[config.mk]
export PLATFORM = sky130hd
export DESIGN_NAME = mbx_irq_ctrl
export DESIGN_NICKNAME = d
export VERILOG_FILES = /design/src/rtl/mbx_pkg.sv /design/src/rtl/mbx_port_dec.sv /design/src/rtl/mbx_flag.sv /design/src/rtl/mbx_store.sv /design/src/rtl/mbx_irq_ctrl.sv
export SDC_FILE = /design/constraint.sdc
export NUM_CORES = 1
export LEC_CHECK = 0
export ABC_AREA = 0
export BUFFER_PORTS_ARGS = -buffer_cell sky130_fd_sc_hd__buf_2
export CAP_MARGIN = 10
export CORE_MARGIN = 2
export CORE_UTILIZATION = 25
export DETAILED_ROUTE_END_ITERATION = 12
export GPL_TIMING_DRIVEN = 0
export PLACE_DENSITY_LB_ADDON = 0.1
export SLEW_MARGIN = 15
export SYNTH_ARGS = -nofsm -noshare
export SYNTH_HDL_FRONTEND = slang
export SYNTH_SLANG_ARGS = --single-unit
[constraint.sdc]
create_clock -name clk -period 1.48 [get_ports clk]
set_input_delay 0.148 -clock clk [delete_from_list [all_inputs] [get_ports clk]]
set_output_delay 0.148 -clock clk [all_outputs]
set_load 0.005 [all_outputs]
[src/rtl/mbx_pkg.sv]
package mbx_pkg;
   localparam int NPORT = 2;

   typedef struct packed {
      logic rd_own;
      logic rd_peer;
      logic wr_own;
      logic wr_peer;
   } port_evt_t;
endpackage

[src/rtl/mbx_port_dec.sv]
module mbx_port_dec #(
   parameter int ADDR_W = 14,
   parameter logic [ADDR_W-1:0] OWN_ADDR  = '0,
   parameter logic [ADDR_W-1:0] PEER_ADDR = '0
) (
   input  logic              ce,
   input  logic              oe,
   input  logic              we,
   input  logic [ADDR_W-1:0] addr,
   output mbx_pkg::port_evt_t evt
);
   logic rd, wr, hit_own, hit_peer;

   always_comb begin
      rd          = ce & oe & ~we;
      wr          = ce & we;
      hit_own     = (addr == OWN_ADDR);
      hit_peer    = (addr == PEER_ADDR);
      evt.rd_own  = rd & hit_own;
      evt.rd_peer = rd & hit_peer;
      evt.wr_own  = wr & hit_own;
      evt.wr_peer = wr & hit_peer;
   end
endmodule

[src/rtl/mbx_flag.sv]
module mbx_flag (
   input  logic clk,
   input  logic rst_n,
   input  logic set,
   input  logic clr,
   output logic irq_n
);
   always_ff @(posedge clk or negedge rst_n) begin
      if (!rst_n)    irq_n <= 1'b1;
      else if (set)  irq_n <= 1'b0;
      else if (clr)  irq_n <= 1'b1;
   end
endmodule

[src/rtl/mbx_store.sv]
module mbx_store #(
   parameter int DATA_W = 16
) (
   input  logic              clk,
   input  logic              rst_n,
   input  logic              wr_pri,
   input  logic [DATA_W-1:0] d_pri,
   input  logic              wr_sec,
   input  logic [DATA_W-1:0] d_sec,
   output logic [DATA_W-1:0] q
);
   always_ff @(posedge clk or negedge rst_n) begin
      if (!rst_n)      q <= '0;
      else if (wr_pri) q <= d_pri;
      else if (wr_sec) q <= d_sec;
   end
endmodule

[src/rtl/mbx_irq_ctrl.sv]
module mbx_irq_ctrl #(
   parameter int ADDR_W = 14,
   parameter int DATA_W = 16
) (
   input  logic              clk,
   input  logic              rst_n,
   input  logic              l_ce,
   input  logic              l_oe,
   input  logic              l_we,
   input  logic              l_busy,
   input  logic [ADDR_W-1:0] l_addr,
   input  logic [DATA_W-1:0] l_wdata,
   output logic [DATA_W-1:0] l_rdata,
   output logic              l_irq_n,
   input  logic              r_ce,
   input  logic              r_oe,
   input  logic              r_we,
   input  logic              r_busy,
   input  logic [ADDR_W-1:0] r_addr,
   input  logic [DATA_W-1:0] r_wdata,
   output logic [DATA_W-1:0] r_rdata,
   output logic              r_irq_n
);
   import mbx_pkg::*;

   localparam logic [ADDR_W-1:0] BOX_RIGHT = '1;
   localparam logic [ADDR_W-1:0] BOX_LEFT  = {{(ADDR_W-1){1'b1}}, 1'b0};

   if (ADDR_W < 2 || ADDR_W > 32) begin : g_bad_addr_w
      $error("mbx_irq_ctrl: ADDR_W must lie in 2..32");
   end
   if (DATA_W < 1) begin : g_bad_data_w
      $error("mbx_irq_ctrl: DATA_W must be at least 1");
   end

   logic [NPORT-1:0] ce_v, oe_v, we_v, busy_v, irq_v;
   logic [ADDR_W-1:0] addr_v  [NPORT];
   logic [DATA_W-1:0] wdata_v [NPORT];
   logic [DATA_W-1:0] rdata_v [NPORT];
   logic [DATA_W-1:0] box_q   [NPORT];
   port_evt_t         evt     [NPORT];

   assign ce_v   = {r_ce, l_ce};
   assign oe_v   = {r_oe, l_oe};
   assign we_v   = {r_we, l_we};
   assign busy_v = {r_busy, l_busy};
   assign addr_v[0]  = l_addr;
   assign addr_v[1]  = r_addr;
   assign wdata_v[0] = l_wdata;
   assign wdata_v[1] = r_wdata;

   for (genvar i = 0; i < NPORT; i++) begin : g_port
      localparam int PEER = NPORT - 1 - i;
      localparam logic [ADDR_W-1:0] OWN_A  = (i == 0) ? BOX_LEFT  : BOX_RIGHT;
      localparam logic [ADDR_W-1:0] PEER_A = (i == 0) ? BOX_RIGHT : BOX_LEFT;

      mbx_port_dec #(
         .ADDR_W   (ADDR_W),
         .OWN_ADDR (OWN_A),
         .PEER_ADDR(PEER_A)
      ) dec_i (
         .ce  (ce_v[i]),
         .oe  (oe_v[i]),
         .we  (we_v[i]),
         .addr(addr_v[i]),
         .evt (evt[i])
      );

      mbx_flag flag_i (
         .clk  (clk),
         .rst_n(rst_n),
         .set  (evt[PEER].wr_peer & ~busy_v[PEER]),
         .clr  (evt[i].rd_own & ~busy_v[i]),
         .irq_n(irq_v[i])
      );

      mbx_store #(.DATA_W(DATA_W)) store_i (
         .clk   (clk),
         .rst_n (rst_n),
         .wr_pri(evt[PEER].wr_peer),
         .d_pri (wdata_v[PEER]),
         .wr_sec(evt[i].wr_own),
         .d_sec (wdata_v[i]),
         .q     (box_q[i])
      );

      always_comb begin
         if (evt[i].rd_own)       rdata_v[i] = box_q[i];
         else if (evt[i].rd_peer) rdata_v[i] = box_q[PEER];
         else                     rdata_v[i] = '0;
      end
   end

   assign l_rdata = rdata_v[0];
   assign r_rdata = rdata_v[1];
   assign l_irq_n = irq_v[0];
   assign r_irq_n = irq_v[1];
endmodule

# [Yosys cells after proc, flatten, opt, wreduce, memory -nomap -nowiden]
# Cells that the tools add are included.
# W data, S select, Z words.
[totals] reg_bits=34 in_bits=70 output_inout_bits=34 word_cells=46
[op_classes] eq_ne=4 n_mux=12 bitwise_logic=22 n_reduce_logical=4
[ops] operator="$mux W16" n=8
[ops] operator="$eq A14 B14 Y1 const B" n=4
[ops] operator="$and A1 B1 Y1" n=18
[ops] operator="$reduce_bool A2 Y1" n=4
[ops] operator="$mux W1" n=4
[ops] operator="$not A1 Y1" n=4

# [Depth between registers and ports, before layout]
[depth] ltp_word=6 mapped_depth=6 ltp_nobuf=4

# [Modules after synthesis]
# From an unflattened synthesis, not the netlist that was laid out.
[unflattened] hier_cells=249 hier_area_um2=2194.6
[modules_own_cells] mod="mbx_store" instances=2 cells_per_inst=69 area_per_inst_um2=744.5 seq_area_each_um2=400.4
[modules_own_cells] mod="mbx_irq_ctrl" instances=1 cells_per_inst=81 area_per_inst_um2=471.7 seq_area_each_um2=0.0
[modules_own_cells] mod="mbx_port_dec (g_port[1].dec_i)" instances=1 cells_per_inst=13 area_per_inst_um2=81.3 seq_area_each_um2=0.0
[modules_own_cells] mod="mbx_port_dec (g_port[0].dec_i)" instances=1 cells_per_inst=13 area_per_inst_um2=80.1 seq_area_each_um2=0.0
[modules_own_cells] mod="mbx_flag" instances=2 cells_per_inst=2 area_per_inst_um2=36.3 seq_area_each_um2=26.3

# [Worst setup path before layout]
# OpenSTA, ideal clock, no wires.
[synth_timing] kind="input port to output port" start="input port l_addr[7]" end="output port l_rdata[10]" t_arrival_ns=1.384 required_ns=1.332 setup_slack_ns=-0.052 cell_stages=6 path_buffers=2 path_cell_list="nand4_1 > or4_1 > buf_6 > nor2_8 > buf_6 > a22o_1"
[synth_via] elab_chain_cells=4 word_cells_on_any_way=6 classes_between="eq/ne (2); mux (2); bitwise (2)"
[synth_lines] element="start, declared" line_no="mbx_irq_ctrl.sv:11" source="input logic [ADDR_W-1:0] l_addr,"
[synth_lines] element="$eq A14 B14 Y1" line_no="mbx_port_dec.sv:18" source="hit_peer = (addr == PEER_ADDR);"
[synth_lines] element="$and A1 B1 Y1" line_no="mbx_port_dec.sv:20" source="evt.rd_peer = rd & hit_peer;"
[synth_lines] element="$mux W16" line_no="mbx_irq_ctrl.sv:89" source="else if (evt[i].rd_peer) rdata_v[i] = box_q[PEER];"
[synth_lines] element="$mux W16 (*)" line_no="mbx_irq_ctrl.sv:88" source="if (evt[i].rd_own) rdata_v[i] = box_q[i];"
[synth_lines] element="end, declared" line_no="mbx_irq_ctrl.sv:13" source="output logic [DATA_W-1:0] l_rdata,"
# Mark *: on every way between the ends. The rest lies on a longest branch, timed or not.

# [Final worst setup path]
[layout_timing] start="input port l_addr[0]" end="output port l_rdata[5]"
# Same word-level chain as after synthesis.

==> impl_metrics.tcl <==
set metrics [dict create \
    run_status "finished with violations" \
    failed_checks "setup timing" \
    synth.avg_cell_area_um2 10.4 \
    fmax_ghz 0.552 \
    layoutNonFillerInstCount 460 \
    kind_of_critical_path "input port to output port" \
    cts-buffers-inserted 5 \
    cell_area_after_technology_mapping_mm2 0.00230 \
    ant_nets_after_route 0 \
    whs_path_depth 2 \
    finalInstanceArea_mm2 0.00341 \
    multi_input_area_mm2 0.00133 \
    hp-start "r_busy" \
    grt_pass1_vias 2752 \
    finClkSkew_ns 0 \
    p_int_mw 1.43 \
    rsz0062_at_grt "true" \
    via_per_inst 5.67 \
    finalNetCount 421 \
    wl_per_cell_um 21.5 \
    timing.hold.worst_endpoint "g_port[0].flag_i.irq_n" \
    hold_path.class "input port to flip-flop" \
    slew-limit-headroom 0.398 \
    finalWorstPathRequiredPeriod_ns 1.81 \
    mostFrequentLayoutCells "sky130_fd_sc_hd__buf_2, sky130_fd_sc_hd__a22o_1, sky130_fd_sc_hd__a32oi_1, sky130_fd_sc_hd__a2bb2oi_1, sky130_fd_sc_hd__dfrtp_1" \
    footprint_of_the_flip_flops_and_latches_um2 853 \
    totalWireLength_um 9900 \
    portBuffers 103 \
    setup_violations 42 \
    yosys_warnings 0 \
    peakVddDrop_v 0.000288 \
    clock-sinks 34 \
    ios 104 \
    clk_transition_reported_paths_ns 0.08 \
    worst-endpoint-arrival_ns 1.67 \
    r2r_end "g_port[0].store_i.q[12]" \
    cts_root_buf "sky130_fd_sc_hd__clkbuf_8" \
    power.share.clock 0.386 \
    post_route_cells_drive_above_1_share 0.460 \
    reg2reg_from "g_port[0].store_i.q[12]" \
    setup.reg_to_reg.worst_slack_ns 0.73 \
    total_power_mw 1.97 \
    tightest_slew_ns 0.895 \
    place_congestion 0.756 \
    vias 2608 \
    grt_antenna_before_repair 0 \
    ys_ff_latch 34 \
    grt_start_max_net_pins 35 \
    seq_area_frac_synth 0.372 \
    ctsHtreeMaxLevel 2 \
    globalRoute.totalOverflow 0 \
    critical_path.max_fanout 5 \
    power.switching_fraction 0.272 \
    worst_skew_pair.late_latency_ns 0.29 \
    critPathCaptureType "output port" \
    mappedNetlistNets 290 \
    row_count 34 \
    first_iter_violations 124 \
    tritoncts_clock_tree "built" \
    syn_to_final_growth_pct 48.3 \
    fp.coreArea_mm2 0.00881 \
    power.switching_mw 0.537 \
    leak_pwr_nw 1.63 \
    filler_cell_count 905 \
    power.share.sequential 0.473 \
    finalMaxSlewViolations 0 \
    layout_commonest_cell "sky130_fd_sc_hd__buf_2" \
    final.setup.worst_slack_ns -0.333 \
    ant_cells 0 \
    post-dp-hpwl_um 6520 \
    first_pass_iters 4 \
    die_height_um 99.8 \
    max-cap-violations 0 \
    place.detailed.instances 431 \
    dpl_cell_area_mm2 0.00296 \
    cts.path.max_buffers 2 \
    final_hold_violation_count 0 \
    finalCoreUtilization 0.387 \
    syn_inst 220 \
    depth_of_the_worst_register_to_register_path 2 \
    dieWidth_um 99.8 \
    grt_pass1_wl_um 15500 \
    power_per_cell_area_mw_per_mm2 578 \
    drcViolationCount 0 \
    dieArea_mm2 0.00997 \
    power.combinational.fraction 0.141 \
    initial_core_util 0.261 \
    synth.distinct_cells 25 \
    worstPathRequired_ns 1.33 \
    post_route_clock_period_utilization 1.23 \
    groute.usage.overall 0.203 \
    start_kind "input port" \
]
==> metrics by stage <==
step           setup WS (ns)  hold WS (ns)  setup TNS [ns]
2_1_floorplan        -0.0260        -0.148          -0.226
3_3_place_gp          -0.646         0.312          -31.79
3_5_place_dp          -0.628         0.304          -31.13
4_1_cts               -0.382        0.0954          -11.56
5_1_grt               -0.381         0.108          -12.36
6_report              -0.333         0.103           -9.55
==> logic make-up after synthesis <==
logic type / count (synthesis) / share of synthesized area
and+or+nand+nor: 30 / 0.114
DFF: 34 / 0.372
buffers and inverters: 26 / 0.0703
AOI/OAI and AO/OA: 130 / 0.444
==> cell usage after synthesis, drive strengths merged <==
| library cell | n | area share |
|---|---|---|
| dfstp | 2 | 0.023 |
| nor3 | 2 | 0.0044 |
| and2 | 2 | 0.0054 |
| nor2 | 2 | 0.017 |
| o22a | 2 | 0.0076 |
| nor4 | 4 | 0.029 |
| clkbuf | 12 | 0.020 |
| or4 | 2 | 0.0065 |
| nand2 | 6 | 0.0098 |
| nor2b | 2 | 0.0054 |
| a2bb2oi | 32 | 0.12 |
| buf | 14 | 0.051 |
| nand3b | 2 | 0.0065 |
| dfrtp | 32 | 0.35 |
| a22o | 32 | 0.12 |
| nand4b | 2 | 0.0076 |
| o21ai | 32 | 0.070 |
| a32oi | 32 | 0.12 |
| nand4 | 6 | 0.022 |
==> area by class of cell <==
cell class | count | share of cell area
repair buffers | 126 | 0.242
well taps | 108 | 0.0397
flip-flops and latches | 34 | 0.251
clock buffers | 6 | 0.0242
multi-input cells | 160 | 0.391
plain buffers | 24 | 0.0481
clock inverters | 2 | 0.00367
==> flip-flops by register name, summed over array words and instances, names as in the netlist <==
signal,count
g_port.store_i.q,32
g_port.flag_i.irq_n,2
==> metal layers <==
layer / up-vias / routed length [um] / track usage
li1: 1198 / - / -
met1: 1287 / 4390 / 0.283
met2: 114 / 4570 / 0.315
met3: 9 / 845 / 0.0481
met4: 0 / 98 / 0.0601
met5: - / 0 / 0
==> power groups by stage <==
| stage | sequential, mW | combinational (mW) | clock [mW] |
|---|---|---|---|
| after detailed placement | 0.950 | 0.247 | 0 |
| final | 0.931 | 0.279 | 0.760 |
| after global routing | 0.932 | 0.305 | 0.813 |
| after global placement | 0.950 | 0.247 | 0 |
| after floorplan | 0.949 | 0.0789 | 0 |
| after CTS | 0.931 | 0.270 | 0.787 |
==> repair_timing <==
action	CTS	global route
endpoints found under the setup margin	56	55
buffers inserted	19	1
pin swaps	30	14
cloned	2	1
hold buffers	1	0
resized for setup	18	21
endpoints found under the hold margin	32	0
==> critical path, stage by stage <==
cell and delay (ns):
sky130_fd_sc_hd__buf_6 0.09, sky130_fd_sc_hd__nand4b_1 0.19, sky130_fd_sc_hd__or4_4 0.58, sky130_fd_sc_hd__nor2_8 0.13, sky130_fd_sc_hd__buf_12 0.12, sky130_fd_sc_hd__buf_8 0.11
sky130_fd_sc_hd__a22o_1 0.16, sky130_fd_sc_hd__buf_2 0.12
==> worst max-delay path by stage <==
stage	to	slack, ns	from	cells past startpoint
2_1_floorplan	l_rdata[10]	-0.03	l_addr[0]	6
3_3_place_gp	l_rdata[5]	-0.65	l_addr[4]	8
3_5_place_dp	l_rdata[5]	-0.63	l_addr[4]	8
4_1_cts	l_rdata[5]	-0.38	l_addr[0]	9
5_1_grt	l_rdata[5]	-0.38	l_addr[0]	8
6_report	l_rdata[5]	-0.33	l_addr[0]	8
No activity file was read; power rests on OpenSTA's default activity.
